### src/rtl/chirp_pkg.sv
package chirp_pkg;

    typedef enum logic [1:0] {
        SEQ_IDLE  = 2'd0,
        SEQ_RUN   = 2'd1,
        SEQ_DRAIN = 2'd2
    } seq_state_t;

endpackage

### src/rtl/chirp_edge.sv
module chirp_edge #(
    parameter bit FALLING = 1'b0
) (
    input  logic clk,
    input  logic rst_n,
    input  logic sig_i,
    output logic pulse_o
);
    typedef struct packed {
        logic prev;
    } edge_t;

    edge_t s_d, s_q;

    always_comb begin
        s_d      = s_q;
        s_d.prev = sig_i;
    end

    always_ff @(posedge clk or negedge rst_n) begin
        if (!rst_n) s_q <= '0;
        else        s_q <= s_d;
    end

    generate
        if (FALLING) begin : g_fall
            assign pulse_o = s_q.prev & ~sig_i;
        end else begin : g_rise
            assign pulse_o = ~s_q.prev & sig_i;
        end
    endgenerate
endmodule

### src/rtl/chirp_tone.sv
module chirp_tone #(
    parameter int PW      = 9,
    parameter int RST_PER = 262
) (
    input  logic          clk,
    input  logic          rst_n,
    input  logic          en_i,
    input  logic          load_i,
    input  logic [PW-1:0] per_i,
    output logic          tone_o,
    output logic          wrap_o,
    output logic [PW-1:0] cnt_o,
    output logic [PW-1:0] per_o
);
    localparam logic [PW-1:0] RST_P  = PW'(RST_PER);
    localparam logic [PW-1:0] RST_LO = PW'(RST_PER - RST_PER / 2);

    typedef struct packed {
        logic [PW-1:0] cnt;
        logic [PW-1:0] per;
        logic [PW-1:0] lo;
    } tone_t;

    tone_t s_d, s_q;

    always_comb begin
        s_d = s_q;
        if (load_i) begin
            s_d.cnt = per_i - PW'(1);
            s_d.per = per_i;
            s_d.lo  = per_i - (per_i >> 1);
        end else if (en_i && s_q.cnt != '0) begin
            s_d.cnt = s_q.cnt - PW'(1);
        end
    end

    always_ff @(posedge clk or negedge rst_n) begin
        if (!rst_n) begin
            s_q.cnt <= '0;
            s_q.per <= RST_P;
            s_q.lo  <= RST_LO;
        end else begin
            s_q <= s_d;
        end
    end

    // High while the count is in the upper floor(P/2) slots of the cycle.
    assign tone_o = en_i && (s_q.cnt >= s_q.lo);
    assign wrap_o = (s_q.cnt == '0);
    assign cnt_o  = s_q.cnt;
    assign per_o  = s_q.per;
endmodule

### src/rtl/chirp_dwell.sv
module chirp_dwell #(
    parameter int DWELL = 2000,
    parameter int DW    = 11
) (
    input  logic clk,
    input  logic rst_n,
    input  logic en_i,
    input  logic load_i,
    output logic expire_o
);
    localparam logic [DW-1:0] TOP = DW'(DWELL - 1);

    typedef struct packed {
        logic [DW-1:0] cnt;
    } dwell_t;

    dwell_t s_d, s_q;

    always_comb begin
        s_d = s_q;
        if (load_i) begin
            s_d.cnt = TOP;
        end else if (en_i) begin
            if (s_q.cnt == '0) s_d.cnt = TOP;
            else               s_d.cnt = s_q.cnt - DW'(1);
        end
    end

    always_ff @(posedge clk or negedge rst_n) begin
        if (!rst_n) s_q <= '0;
        else        s_q <= s_d;
    end

    assign expire_o = en_i && !load_i && (s_q.cnt == '0);
endmodule

### src/rtl/chirp_seq.sv
module chirp_seq
    import chirp_pkg::*;
#(
    parameter int PW        = 9,
    parameter int START_PER = 262,
    parameter int END_PER   = 238,
    parameter int STEP      = 1
) (
    input  logic          clk,
    input  logic          rst_n,
    input  logic          go_i,
    input  logic          kill_i,
    input  logic          expire_i,
    input  logic          wrap_i,
    output logic          busy_o,
    output logic          load_o,
    output logic          dwell_load_o,
    output logic [PW-1:0] per_next_o
);
    localparam logic [PW-1:0] START_P = PW'(START_PER);
    localparam logic [PW-1:0] STEP_P  = PW'(STEP);
    localparam logic [PW:0]   LIMIT   = (PW+1)'(END_PER + STEP);

    typedef struct packed {
        seq_state_t    state;
        logic [PW-1:0] pend;
    } seq_t;

    seq_t s_d, s_q;
    logic last_set;
    logic stop_req;

    always_comb begin
        s_d          = s_q;
        load_o       = 1'b0;
        dwell_load_o = 1'b0;
        per_next_o   = s_q.pend;
        last_set     = ({1'b0, s_q.pend} < LIMIT);
        stop_req     = kill_i || (expire_i && last_set);
        unique case (s_q.state)
            SEQ_IDLE: begin
                per_next_o = START_P;
                if (go_i) begin
                    s_d.state    = SEQ_RUN;
                    s_d.pend     = START_P;
                    load_o       = 1'b1;
                    dwell_load_o = 1'b1;
                end
            end
            SEQ_RUN: begin
                if (expire_i && !last_set) s_d.pend = s_q.pend - STEP_P;
                if (wrap_i) begin
                    if (stop_req) s_d.state = SEQ_IDLE;
                    else          load_o    = 1'b1;
                end else if (stop_req) begin
                    s_d.state = SEQ_DRAIN;
                end
            end
            SEQ_DRAIN: begin
                if (wrap_i) s_d.state = SEQ_IDLE;
            end
            default: s_d.state = SEQ_IDLE;
        endcase
    end

    always_ff @(posedge clk or negedge rst_n) begin
        if (!rst_n) begin
            s_q.state <= SEQ_IDLE;
            s_q.pend  <= START_P;
        end else begin
            s_q <= s_d;
        end
    end

    assign busy_o = (s_q.state != SEQ_IDLE);
endmodule

### src/rtl/chirp_burst.sv
module chirp_burst #(
    parameter int START_PER = 262,
    parameter int END_PER   = 238,
    parameter int STEP      = 1,
    parameter int DWELL     = 2000
) (
    input  logic clk,
    input  logic rst_n,
    input  logic start_i,
    input  logic kill_i,
    output logic tone_o,
    output logic busy_o
);
    localparam int PW = $clog2(START_PER + 1);
    localparam int DW = $clog2(DWELL + 1);

    logic          go;
    logic          kill_fall;
    logic          expire;
    logic          wrap;
    logic          load;
    logic          dwell_load;
    logic          busy;
    logic [PW-1:0] per_next;
    logic [PW-1:0] tone_cnt;
    logic [PW-1:0] tone_per;

    chirp_edge #(.FALLING(1'b0)) u_start_edge (
        .clk     (clk),
        .rst_n   (rst_n),
        .sig_i   (start_i),
        .pulse_o (go)
    );

    chirp_edge #(.FALLING(1'b1)) u_kill_edge (
        .clk     (clk),
        .rst_n   (rst_n),
        .sig_i   (kill_i),
        .pulse_o (kill_fall)
    );

    chirp_seq #(
        .PW        (PW),
        .START_PER (START_PER),
        .END_PER   (END_PER),
        .STEP      (STEP)
    ) u_seq (
        .clk          (clk),
        .rst_n        (rst_n),
        .go_i         (go),
        .kill_i       (kill_fall),
        .expire_i     (expire),
        .wrap_i       (wrap),
        .busy_o       (busy),
        .load_o       (load),
        .dwell_load_o (dwell_load),
        .per_next_o   (per_next)
    );

    chirp_dwell #(
        .DWELL (DWELL),
        .DW    (DW)
    ) u_dwell (
        .clk      (clk),
        .rst_n    (rst_n),
        .en_i     (busy),
        .load_i   (dwell_load),
        .expire_o (expire)
    );

    chirp_tone #(
        .PW      (PW),
        .RST_PER (START_PER)
    ) u_tone (
        .clk    (clk),
        .rst_n  (rst_n),
        .en_i   (busy),
        .load_i (load),
        .per_i  (per_next),
        .tone_o (tone_o),
        .wrap_o (wrap),
        .cnt_o  (tone_cnt),
        .per_o  (tone_per)
    );

    assign busy_o = busy;
endmodule

### config.mk
export PLATFORM = sky130hd
export DESIGN_NAME = chirp_burst
export DESIGN_NICKNAME = d
export VERILOG_FILES = /design/src/rtl/chirp_pkg.sv /design/src/rtl/chirp_edge.sv /design/src/rtl/chirp_tone.sv /design/src/rtl/chirp_dwell.sv /design/src/rtl/chirp_seq.sv /design/src/rtl/chirp_burst.sv
export SDC_FILE = /design/constraint.sdc
export NUM_CORES = 1
export LEC_CHECK = 0
export BUFFER_PORTS_ARGS = -buffer_cell sky130_fd_sc_hd__buf_2
export CAP_MARGIN = 10
export CELL_PAD_IN_SITES_DETAIL_PLACEMENT = 1
export CELL_PAD_IN_SITES_GLOBAL_PLACEMENT = 2
export CORE_AREA = 2 2 89 91
export CTS_CLUSTER_SIZE = 24
export DETAILED_ROUTE_END_ITERATION = 8
export DIE_AREA = 0 0 91 93
export PLACE_DENSITY = 0.85
export SYNTH_ARGS = -nofsm -noshare
export SYNTH_HDL_FRONTEND = slang
export SYNTH_SLANG_ARGS = --single-unit
### constraint.sdc
create_clock -name clk -period 5.67 [get_ports clk]
set_input_delay 1.134 -clock clk [delete_from_list [all_inputs] [get_ports clk]]
set_output_delay 1.134 -clock clk [all_outputs]
set_load 0.05 [all_outputs]
==> results.py <==
metrics = {
    "status": {
        "run_status": "completed",
    },
    "clock_tree": {
        "cts_inserted_buffers": 5,
        "clkLatencyLatePin_ns": 0.30,
        "clk_transition_reported_paths_ns": 0.09,
        "cts_hold_buf": 0,
        "h-tree-depth": 2,
        "post_cts_resized": 0,
        "clk_path_buf_depth": 2,
        "setup_fix_bufs_post_cts": 0,
        "cts_root_buf": "clkbuf_8",
        "cts.sink_count": 42,
        "tritoncts_clock_tree": "built",
    },
    "synthesis": {
        "synth.most_common_cell": "nand2_1",
        "async_flop_share": 1.00,
        "netlist.area_leader.share": 0.307,
        "total_of_flip_flops_plus_latches_after_synthesis": 42,
        "synth_warnings": 0,
        "synth_top_cells_by_count": "nand2_1, nor2_1, dfrtp_1",
        "synth_largest_area_cell": "dfrtp_1",
        "ys_types": 62,
        "synthesis.nets": 369,
        "mean_post_synth_cell_area_um2": 8.56,
        "synth_enable_flop_cells": 0,
        "synth_area_leaders": "dfrtp_1, ha_1, nand2_1",
        "seq_area_frac_synth": 0.360,
        "synth.cell_area_mm2": 0.00294,
        "cell_count_after_synthesis": 343,
        "ys_dominant_reg_cell": "dfrtp_1",
    },
    "power_and_ir_drop": {
        "total_power_mw": 1.24,
        "comb_power_share": 0.452,
        "total_leakage_power_nw": 1.34,
        "power.share.sequential": 0.377,
        "switching_share_of_power": 0.453,
        "switching_power_uw": 561,
        "power_frac_clock": 0.170,
        "ir_worst_vdd_mv": 0.184,
        "p_int_uw": 678,
        "power-per-cell-area_mw_per_mm2": 395,
    },
    "die": {
        "initial_utilization": 0.390,
        "x_dimension_of_the_die_um": 91,
        "io_pins": 6,
        "dieArea_mm2": 0.00846,
        "core_mm2": 0.00753,
        "placement_rows": 32,
        "fp.dieH_um": 93,
    },
    "placement": {
        "placedCellCount": 441,
        "port_buffers": 5,
        "dp_hpwl_mm": 5.58,
        "gp_congestion": 0.874,
    },
    "drt": {
        "drt-initial-drc-count": 105,
        "routed_wl_per_cell_um": 16.5,
        "drt-total-wl_mm": 7.42,
        "drc_errors": 0,
        "route.vias.total": 2429,
        "route.antenna.remaining_nets": 0,
        "vias_cell": 5.41,
        "drtPass1Iterations": 4,
    },
    "setup_path": {
        "required_ns": 4.54,
        "timing_worst_setup_path_type": "flop to primary output",
        "crit_fanout": 5,
        "crit_slowest_cell": "dfrtp_1",
        "worstPathArrival_ns": 2.38,
        "end_kind": "primary output",
        "cp-start-kind": "flop",
        "critical_path.cell_chain": "inv_1 -> ha_1 -> nand2b_1 -> a21o_1 -> a21o_1 -> a211oi_1 -> o21ai_0 -> o211ai_1 -> a21oi_1 -> buf_2",
        "timing.critical_path.slowest_cell_delay_ns": 0.45,
        "timing.critical_path.mode_cell": "a21o_1",
    },
    "cells_and_area": {
        "layout_overhead_on_the_synthesized_area_pct": 6.69,
        "layout-drive-gt1-share": 0.115,
        "final_nets": 372,
        "number_of_diodes": 0,
        "num-fill-cells": 921,
        "finish.utilization": 0.416,
        "final_cell_count_no_fill": 449,
    },
    "sta": {
        "drv_slew": 0,
        "setup_repair_after_global_routing_missed_its_margin": "no",
        "timing_worst_slew_pin_value_ns": 1.00,
        "timing.hold.ws_ns": 0.497,
        "timing.max_slew.rel_slack": 0.331,
        "max_freq_mhz": 285,
        "fin_tns_setup_ns": 0,
        "fin_worst_skew_ns": 0.0114,
        "final_hold_viol_count": 0,
        "setup_viol_count_final": 0,
        "finalCritPeriodShare": 0.619,
        "timing.final.crit_period_ns": 3.51,
    },
    "grt": {
        "maximum_number_of_pins_on_one_net_before_global_route_repair": 43,
        "grt_pass1_wl_mm": 12.8,
        "antenna_violations_before_repair": 0,
        "grt_util_all_layers": 0.188,
        "first_global_vias": 2544,
        "overflow": 0,
    },
    "worst_hold_path": {
        "hold_path.class": "flop to flop",
    },
    "flow_run": {
        "cap_viol_max_count": 0,
    },
}
==> area by class of cell <==
cell class | instances | area [um^2] | area share
Clock buffer | 7 | 86.3 | 0.0276
Clock inverter | 1 | 5.00 | 0.00160
Inverter | 27 | 101 | 0.0323
Multi-Input combinational cell | 265 | 1730 | 0.552
Sequential cell | 42 | 1060 | 0.338
Tap cell | 102 | 128 | 0.0407
Timing Repair Buffer | 5 | 25.0 | 0.00799
==> flip-flops by register name, indices dropped and copies added (netlist names) <==
signal	count
u_tone.s_q	9
u_kill_edge.s_q	1
u_tone.cnt_o	9
u_seq.s_q	11
u_start_edge.s_q	1
u_dwell.s_q	11
==> worst max-delay path, delay by kind of cell, from the launching register on <==
kind / cells / cell delay, ns
AOI/OAI and AO/OA: 6 / 0.93
DFF: 1 / 0.45
buffers and inverters: 2 / 0.28
adders and majority gates: 1 / 0.28
and+or+nand+nor: 1 / 0.14
==> power groups by stage <==
stage / Combinational (mW) / Sequential (mW) / Clock, mW
2_1_floorplan: 0.433 / 0.444 / 0
3_3_place_gp: 0.546 / 0.469 / 0
3_5_place_dp: 0.565 / 0.473 / 0
4_1_cts: 0.568 / 0.467 / 0.219
5_1_grt: 0.640 / 0.483 / 0.226
6_report: 0.560 / 0.467 / 0.211
==> cells by family (layout without fill, tap and decap cells) <==
family / after synthesis / in the layout / share of synthesized area
compound gates: 93 / 93 / 0.202
xor+xnor: 12 / 12 / 0.0358
fa+ha+maj: 22 / 22 / 0.0963
buf+inv: 36 / 40 / 0.0507
flops: 42 / 42 / 0.360
mux: 5 / 5 / 0.0209
simple gates: 133 / 133 / 0.233
==> cell usage in the layout (no fill, tap or decap), types with 5 or more instances in the layout <==
cell / n
dfrtp_1: 36
nor2b_1: 7
a21oi_1: 29
o21ai_0: 23
clkbuf_8: 6
inv_1: 26
nand3_1: 5
ha_1: 21
dfstp_2: 6
buf_2: 5
nor2_1: 37
nand2_1: 43
o211ai_1: 5
nor3_1: 11
o21ai_1: 5
nand2b_1: 6
xnor2_1: 9
==> through the flow <==
stage	cell area (um^2)	setup WS, ns
final	3130	2.16
after global routing	3130	1.80
after CTS	3130	2.10
after detailed placement	3040	2.09
after global placement	3040	2.17
after floorplan	2940	2.26
==> per-layer routing <==
metal | global-route usage | vias up | wire length, um
met1 | 0.259 | 1186 | 3510
met4 | 0.0391 | 0 | 57
li1 | - | 1204 | -
met2 | 0.312 | 33 | 3630
met3 | 0.0330 | 6 | 228
met5 | 0 | - | 0
==> worst paths after layout <==
kind / cells past startpoint / endpoint / from / slack (ns)
max: 10 / tone_o / u_tone.cnt_o[0] / 2.16
min: 2 / u_tone.s_q[7] / u_tone.s_q[7] / 0.50
max reg2reg: 11 / u_tone.cnt_o[8] / u_dwell.s_q[3] / 2.23
min reg2reg: 2 / u_tone.s_q[7] / u_tone.s_q[7] / 0.50
max in group asynchronous: 1 / u_kill_edge.s_q / rst_n / 4.06
min in group asynchronous: 1 / u_tone.cnt_o[0] / rst_n / 1.00
(Power assumes the default switching activity.)
